===== src/rtl/bus_cmd_ctrl.sv =====
module bus_cmd_ctrl #(
  parameter int AEN_DLY = 2
) (
  input  logic       clk,
  input  logic       rst_n,
  input  logic [2:0] stat,
  input  logic       io_mode,
  input  logic       addr_en_n,
  input  logic       cmd_en,
  output logic       ale,
  output logic       den,
  output logic       dir_tx,
  output logic       cas_pden,
  output logic       mem_oe,
  output logic       io_oe,
  output logic       mem_rd_n,
  output logic       mem_wr_n,
  output logic       mem_wr_early_n,
  output logic       io_rd_n,
  output logic       io_wr_n,
  output logic       io_wr_early_n,
  output logic       int_ack_n
);
  localparam int CW = $clog2(AEN_DLY + 2);
  localparam logic [CW-1:0] CNT_DONE = CW'(AEN_DLY);
  localparam logic [2:0] C_INTA = 3'b000, C_IORD = 3'b001, C_IOWR = 3'b010, C_HALT = 3'b011;
  localparam logic [2:0] C_CODE = 3'b100, C_MRD = 3'b101, C_MWR = 3'b110, C_IDLE = 3'b111;

  logic [1:0]    phase;
  logic [2:0]    code_q;
  logic [CW-1:0] aen_cnt;

  always_ff @(posedge clk or negedge rst_n) begin
    if (!rst_n) begin
      phase  <= 2'd0;
      code_q <= C_IDLE;
    end else if (stat == C_IDLE) begin
      phase  <= 2'd0;
    end else if (phase == 2'd0) begin
      phase  <= 2'd1;
      code_q <= stat;
    end else if (phase != 2'd3) begin
      phase  <= phase + 2'd1;
    end
  end

  always_ff @(posedge clk or negedge rst_n) begin
    if (!rst_n)                aen_cnt <= '0;
    else if (addr_en_n)        aen_cnt <= '0;
    else if (aen_cnt != CNT_DONE) aen_cnt <= aen_cnt + 1'b1;
  end

  logic aen_ok, busy, early, late;
  logic is_inta, is_iord, is_iowr, is_mrd, is_mwr, io_cls, mem_go, io_go, pden_act;

  assign aen_ok  = !addr_en_n && (aen_cnt == CNT_DONE);
  assign busy    = (phase != 2'd0);
  assign early   = phase[1];
  assign late    = (phase == 2'd3);

  assign is_inta = busy && code_q == C_INTA;
  assign is_iord = busy && code_q == C_IORD;
  assign is_iowr = busy && code_q == C_IOWR;
  assign is_mrd  = busy && (code_q == C_CODE || code_q == C_MRD);
  assign is_mwr  = busy && code_q == C_MWR;
  assign io_cls  = is_inta || is_iord || is_iowr;

  assign mem_oe  = aen_ok;
  assign io_oe   = io_mode || aen_ok;
  assign mem_go  = cmd_en && mem_oe;
  assign io_go   = cmd_en && io_oe;

  assign int_ack_n      = !(io_go && early && is_inta);
  assign io_rd_n        = !(io_go && early && is_iord);
  assign io_wr_early_n  = !(io_go && early && is_iowr);
  assign io_wr_n        = !(io_go && late  && is_iowr);
  assign mem_rd_n       = !(mem_go && early && is_mrd);
  assign mem_wr_early_n = !(mem_go && early && is_mwr);
  assign mem_wr_n       = !(mem_go && late  && is_mwr);

  assign ale      = (phase == 2'd1);
  assign dir_tx   = is_iowr || is_mwr;
  assign den      = cmd_en && early && busy && code_q != C_HALT && !(io_mode && io_cls);
  assign pden_act = cmd_en && early && io_mode && io_cls;
  assign cas_pden = io_mode ? !pden_act : is_inta;
endmodule


===== config.mk =====
export PLATFORM = sky130hd
export DESIGN_NAME = bus_cmd_ctrl
export DESIGN_NICKNAME = d
export VERILOG_FILES = /design/src/rtl/bus_cmd_ctrl.sv
export SDC_FILE = /design/constraint.sdc
export NUM_CORES = 1
export LEC_CHECK = 0
export ABC_CLOCK_PERIOD_IN_PS = 4500
export BUFFER_PORTS_ARGS = -buffer_cell sky130_fd_sc_hd__buf_2
export CORE_AREA = 2 2 39 41
export CTS_BUF_LIST = sky130_fd_sc_hd__clkbuf_8 sky130_fd_sc_hd__clkbuf_16
export DETAILED_ROUTE_END_ITERATION = 12
export DIE_AREA = 0 0 41 43
export GPL_TIMING_DRIVEN = 0
export PLACE_DENSITY = 0.78
export SLEW_MARGIN = 10
export SYNTH_ARGS = -nofsm -noshare
export SYNTH_HDL_FRONTEND = slang
export SYNTH_SLANG_ARGS = --single-unit

===== constraint.sdc =====
create_clock -name clk -period 4.5 [get_ports clk]
set_input_delay 0.45 -clock clk [delete_from_list [all_inputs] [get_ports clk]]
set_output_delay 0.45 -clock clk [all_outputs]
set_load 0.05 [all_outputs]

==> metrics.md, run 1 <==
| Metric | Value |
|---|---|
| Fmax | `0.402 GHz` |
| Worst skew pair latency | `0.22 ns` |
| Nets | `96` |
| Reg power frac | `28.9%` |
| Crit path launch type | `register` |
| Sequential cell area | `179 um^2` |
| Hold Violations, Final | `0` |
| Final GP Congestion | `0.704` |
| Status | `finished clean` |
| DR vias | `495` |
| Pre-Repair DR Iteration Count | `4` |
| IO buf count | `20` |
| Synth warn | `0` |
| Setup crit end kind | `primary output` |
| Critical Path RT | `4.05 ns` |
| CTS tree | `yes` |
| Relative slew margins | `78.0%` |
| Area growth syn-to-layout | `32.7%` |
| Post-CTS sizing | `0` |
| DP HPWL | `824 um` |
| Synth Register Bits | `7` |
| Final WL | `1030 um` |
| Detailed-route DRC error count | `0` |
| Syn_area_per_cell | `8.57 um^2` |
| I/O pins | `21` |
| Clock Sinks | `7` |
| Synth area leaders | `dfrtp_1, dfstp_2, ha_1` |
| H-tree levels | `1` |
| Critical path arrival | `2.04 ns` |
| VDD IR max | `0.396 mV` |
| Clk root buf | `clkbuf_8` |
| Die span in y | `43 um` |
| Starting Density | `36.5%` |
| Share of cells above drive strength 1 | `36.1%` |
| Mapped Area | `505 um^2` |
| Final Skew | `0.00217 ns` |
| Hold-fix buffers, CTS | `0` |
| Hold WC Path Type | `input pin to asynchronous set/reset pin` |
| Power share of the combinational group | `54.0%` |
| Sw frac | `47.0%` |
| PwrDens | `732 nW/um^2` |
| Crit path kind | `register to primary output` |
| Vias in the first global route | `443` |
| Leak pwr | `0.322 nW` |
| Antenna viol nets, final | `0` |
| Max Root-Sink Buffers | `2` |
| Setup Viol. Count Final | `0` |
| R2R depth | `6` |
| Crit path from | `phase[1]` |
| Cells after Synth | `59` |
| Seq/Total Area, Yosys | `35.4%` |
| First-pass GRT wire length | `1680 um` |
| RSZ-0062 raised after global routing | `false` |
| Post-CTS Setup Bufs | `0` |
| Clock Pin Slew Worst Setup and Hold Paths | `0.04 ns` |
| Count of cell types in the netlist | `29` |
| Yosys top cell area share | `19.8%` |
| Via/cell ratio | `5.00` |
| Number of antenna diodes | `0` |
| Max Cap Viol | `0` |
| Crit-path max FO | `10` |
| # rows | `14` |
| Die W | `41 um` |
| P_sw | `0.000231 W` |
| Initial antenna violation count | `0` |
| Iter 0 DRT Violations | `3` |
| R2R Path End | `phase[1]` |
| Pins Over Slew Limit | `0` |
| Total track usage | `14.0%` |
| Filler cells | `153` |
| Core area | `1380 um^2` |
| Final Cycle Share | `55.3%` |
| Setup TNS Final | `0 ns` |
| Average wire per standard cell | `10.4 um` |
| Slew @ Worst Pin | `0.331 ns` |
| Largest net degree at the start of global routing | `11` |
| Clock share of power | `17.1%` |
| Multi-input gate area | `292 um^2` |
| Grt total ovfl | `0` |
| Hold Worst Slack | `0.0453 ns` |
| Internal | `0.000260 W` |
| CTS buffer count | `3` |
| Critical R2R Launch | `phase[1]` |
| Syn_nets | `71` |
| Flop-to-flop setup slack | `3.08 ns` |
| Min Tclk post-route | `2.49 ns` |
| Die ar. | `1760 um^2` |
| Post-synth top area cell | `dfrtp_1` |
layout by cell type, fill, tap and decap left out, drive strengths merged, types with 2 or more instances in the layout:
cell type   n
dfstp       3
buf        21
a21oi       8
nand4       2
nand2       2
ha          4
clkbuf      4
dfrtp       4
nand3       2
inv         8
or3         2
nor2        7
o21ai       2
synthesized netlist by cell type, drive strengths merged:
cell / instances
a21oi: 8
inv: 7
nor2: 7
dfrtp: 4
ha: 4
dfstp: 3
nand2: 2
nand3: 2
nand4: 2
o21ai: 2
or3: 2
a21o: 1
a31oi: 1
and2b: 1
and4bb: 1
buf: 1
clkbuf: 1
mux2i: 1
nand3b: 1
nand4bb: 1
nor2b: 1
nor3b: 1
o21a: 1
or4: 1
or4b: 1
xnor2: 1
xor2: 1
registers in the layout, summed over array words and instances, names as in the netlist:
signal,count
phase,2
aen_cnt,2
code_q,3
power by group through the flow:
| stage | Sequential [W] | Clock, W | Combinational [W] |
|---|---|---|---|
| floorplan | 0.000133 | 0 | 0.000219 |
| global placement | 0.000140 | 0 | 0.000256 |
| detailed placement | 0.000142 | 0 | 0.000267 |
| CTS | 0.000141 | 0.0000882 | 0.000268 |
| global route | 0.000149 | 0.0000899 | 0.000291 |
| finish | 0.000142 | 0.0000841 | 0.000265 |
through the flow:
step / std cells / cell area (um^2) / total power (W) / utilization [%] / setup WS, ns
finish: 99 / 671 / 0.000491 / 48.5 / 2.01
global route: 99 / 671 / 0.000530 / 48.5 / 1.93
CTS: 99 / 671 / 0.000498 / 48.5 / 1.99
detailed placement: 95 / 626 / 0.000409 / 45.2 / 2.24
global placement: 95 / 626 / 0.000396 / 45.2 / 2.26
floorplan: 59 / 505 / 0.000353 / - / 2.01
layer usage:
metal  vias to the layer above  share of wire, %  track usage (%)
li1                        252                 -                -
met1                       222                43             16.7
met2                        19                49             21.9
met3                         2               7.7             1.57
met4                         0              0.58             10.0
met5                         -                 0                0
critical path, stage by stage, from the launching register on:
cell and delay, ns:
dfrtp_1 0.41, inv_1 0.09, ha_1 0.20, buf_2 0.18, or4_1 0.53, o21ai_1 0.13
buf_2 0.27
cells by family after synthesis:
family | count (synthesis) | synth area share, %
simple gates | 23 | 28.2
fa+ha+maj | 4 | 9.90
mux | 1 | 1.98
xor+xnor | 2 | 3.47
buf+inv | 9 | 6.93
flops | 7 | 35.4
compound gates | 13 | 14.1
cell type report:
type / instances / area share, %
repair buffers: 20 / 14.9
inverters: 7 / 3.92
well taps: 16 / 2.99
clock inverters: 1 / 0.560
plain buffers: 2 / 1.31
flip-flops and latches: 7 / 26.7
multi-input cells: 43 / 43.5
clock buffers: 3 / 6.16
worst max-delay path by stage:
stage / end / slack (ns) / depth (start not counted)
after floorplan: cas_pden / 2.01 / 5
after global placement: cas_pden / 2.26 / 6
after detailed placement: cas_pden / 2.24 / 6
after CTS: cas_pden / 1.99 / 6
after global routing: cas_pden / 1.93 / 6
final: cas_pden / 2.01 / 6
Power figures use the tool's default switching activity.
==> run 2, diff against run 1 <==
Settings changed: ABC_AREA from default to 1, ABC_CLOCK_PERIOD_IN_PS 4500 to 2050, PLACE_DENSITY 0.78 to 0.81.
Clock period 4.5 ns to 2.05 ns, I/O delays scaled along.
==> metrics.md, run 2 <==
| Metric | Value |
|---|---|
| Crit path from | `phase[0]` |
| Reg power frac | `26.9%` |
| Max layer used | `met4` |
| Syn_area_per_cell | `6.90 um^2` |
| Seq/Total Area, Yosys | `35.0%` |
| Crit-path max FO | `7` |
| Final WL | `1150 um` |
| Hold WC Path Type | `input pin to register` |
| Critical Path Max Stage Delay | `0.41 ns` |
| Average wire per standard cell | `9.93 um` |
| IO buf count | `20` |
| Final Cycle Share | `92.0%` |
| CTS tree | `yes` |
| Buf/Inv on CP | `3` |
| Pre-Repair DR Iteration Count | `4` |
| Synth Register Bits | `7` |
| PwrDens | `1540 nW/um^2` |
| Pins Over Slew Limit | `0` |
| Crit path to | `io_wr_n` |
| Most frequent cell after synthesis | `nand2_1` |
| Clock Pin Slew Worst Setup and Hold Paths | `0.04 ns` |
| Core area | `1380 um^2` |
| CP Depth | `7` |
| Yosys top cell area share | `19.6%` |
| Status | `finished clean` |
| Synth area leaders | `dfrtp_1, dfstp_2, nand2_1` |
| Largest register FFs | `3` |
| Slew @ Worst Pin | `0.290 ns` |
| Fmax | `0.530 GHz` |
| Worst skew pair latency | `0.23 ns` |
| Total track usage | `16.9%` |
| H-tree levels | `1` |
| Setup TNS Final | `0 ns` |
| Critical path arrival | `1.68 ns` |
| P_sw | `0.000532 W` |
| M1 wire length | `535 um` |
| Final Skew | `0.00512 ns` |
| Die W | `41 um` |
| Number of synthesized flops with an enable pin | `0` |
| DP HPWL | `908 um` |
| Max Cap Viol | `0` |
| Min Tclk post-route | `1.89 ns` |
| Starting Density | `36.9%` |
| Top cells by count, synth | `nand2_1, nor2_1, inv_1, a21oi_1` |
| First-pass GRT wire length | `2010 um` |
| Routed wl met3 | `90 um` |
| Die span in y | `43 um` |
| I/O pins | `21` |
| VDD IR max | `0.680 mV` |
| Clock Sinks | `7` |
| Number of antenna diodes | `0` |
| Initial antenna violation count | `0` |
| Largest net degree at the start of global routing | `8` |
| Leading cell type in the layout, fill and taps excluded | `buf_2` |
| Max Root-Sink Buffers | `2` |
| Count of cell types in the netlist | `16` |
| Grt total ovfl | `0` |
| Share of cells above drive strength 1 | `32.0%` |
| Total power | `0.00107 W` |
| Via/cell ratio | `4.74` |
| Sw frac | `50.0%` |
| RSZ-0062 raised after global routing | `false` |
| Synth warn | `0` |
| Reg with most FFs | `code_q` |
| Area growth syn-to-layout | `35.8%` |
| Antenna viol nets, final | `0` |
| R2R depth | `7` |
| Post-synth ARST share | `100%` |
| # rows | `14` |
| Nets | `113` |
| Leak pwr | `0.379 nW` |
| Sequential cell area | `179 um^2` |
| Internal | `0.000533 W` |
| Die ar. | `1760 um^2` |
| Hold Violations, Final | `0` |
| Cells after Synth | `74` |
| Critical Path RT | `1.85 ns` |
| Relative slew margins | `80.7%` |
| Cell Chain, Critical Path | `inv_1, ha_1, inv_2, nand2_2, nor2_1, nand4_1, buf_2` |
| DR vias | `550` |
| Flop-to-flop setup slack | `0.72 ns` |
| Biggest regs | `code_q x3, aen_cnt x2, phase x2` |
| Met2 WL | `505 um` |
| Setup Viol. Count Final | `0` |
| Filler cells | `151` |
| Leading cell types in the layout, fill and taps excluded | `buf_2, nand2_1, nor2_1, inv_1, a21oi_1` |
| CP top delay family | `buffers and inverters` |
| Post-synth top area cell | `dfrtp_1` |
| Most used DFF post-synth | `dfrtp_1` |
| CTS buffer count | `3` |
| Critical R2R Launch | `phase[1]` |
| Crit path kind | `register to primary output` |
| Iter 0 DRT Violations | `21` |
| Vias in the first global route | `511` |
| Multi-input gate area | `290 um^2` |
| Syn_nets | `86` |
| R2R Path End | `phase[1]` |
| Mapped Area | `510 um^2` |
| Setup crit end kind | `primary output` |
| CP max-delay cell | `dfrtp_1` |
| Power share of the combinational group | `55.5%` |
| Detailed-route DRC error count | `0` |
| Min-delay src | `addr_en_n` |
| Crit path launch type | `register` |
| Clk root buf | `clkbuf_8` |
| Final GP Congestion | `0.747` |
| Clock share of power | `17.6%` |
==> run 2: changes by cell type after synthesis, sizes merged, moves of 2 or more <==
| cell | before | now |
|---|---|---|
| a21oi | 8 | 5 |
| inv | 7 | 11 |
| nand2 | 2 | 18 |
| nand3 | 2 | 6 |
| nand4 | 2 | 4 |
| nor2 | 7 | 16 |
| or3 | 2 | 0 |
==> run 2: repair_timing <==
item,4_1_cts,5_1_grt
setup buffers,0,1
endpoints found under the hold margin,4,0
setup endpoints to repair,0,1
gates resized for setup,0,0
hold buffers,1,0
==> run 2: stage by stage <==
step / instance area [um^2] / instances / hold WS [ns] / utilization, % / setup WS, ns
finish: 693 / 116 / 0.184 / 50.1 / 0.164
global route: 693 / 116 / 0.185 / 50.1 / 0.0494
CTS: 686 / 115 / 0.185 / 49.5 / 0.114
detailed placement: 631 / 110 / 0.0432 / 45.6 / 0.370
global placement: 631 / 110 / 0.0377 / 45.6 / 0.405
floorplan: 510 / 74 / -0.0906 / - / 0.166
==> run 2: kinds of logic after synthesis <==
group                    after synthesis  synth area share [%]
AO/OA/AOI/OAI                          7                  7.35
flip-flops                             7                  35.1
AND/OR/NAND/NOR                       45                  39.7
buffers and inverters                 11                  8.09
adder cells (fa/ha/maj)                4                  9.80
==> run 2: area by class of cell <==
type	count	share of cell area (%)
Inverter	11	5.96
Multi-Input combinational cell	56	41.9
Timing Repair Buffer	22	17.0
Sequential cell	7	25.8
Tap cell	16	2.89
Clock buffer	3	5.96
Clock inverter	1	0.542
==> run 2: power by group through the flow <==
stage	logic [W]	registers, W	clock network (W)
2_1_floorplan	0.000472	0.000275	0
3_3_place_gp	0.000558	0.000284	0
3_5_place_dp	0.000574	0.000287	0
4_1_cts	0.000578	0.000286	0.000193
5_1_grt	0.000679	0.000302	0.000204
6_report	0.000591	0.000287	0.000188
==> run 2: worst min-delay path by stage <==
stage / endpoint / slack (ns) / depth (start not counted)
2_1_floorplan: aen_cnt[0] / -0.09 / 0
3_3_place_gp: aen_cnt[0] / 0.04 / 1
3_5_place_dp: aen_cnt[1] / 0.04 / 1
4_1_cts: aen_cnt[1] / 0.18 / 2
5_1_grt: aen_cnt[1] / 0.18 / 2
6_report: aen_cnt[1] / 0.18 / 2
==> run 2: layer usage <==
metal | up-vias | track usage (%)
li1 | 292 | -
met1 | 233 | 22.0
met2 | 23 | 24.7
met3 | 2 | 3.14
met4 | 0 | 10.0
met5 | - | 0
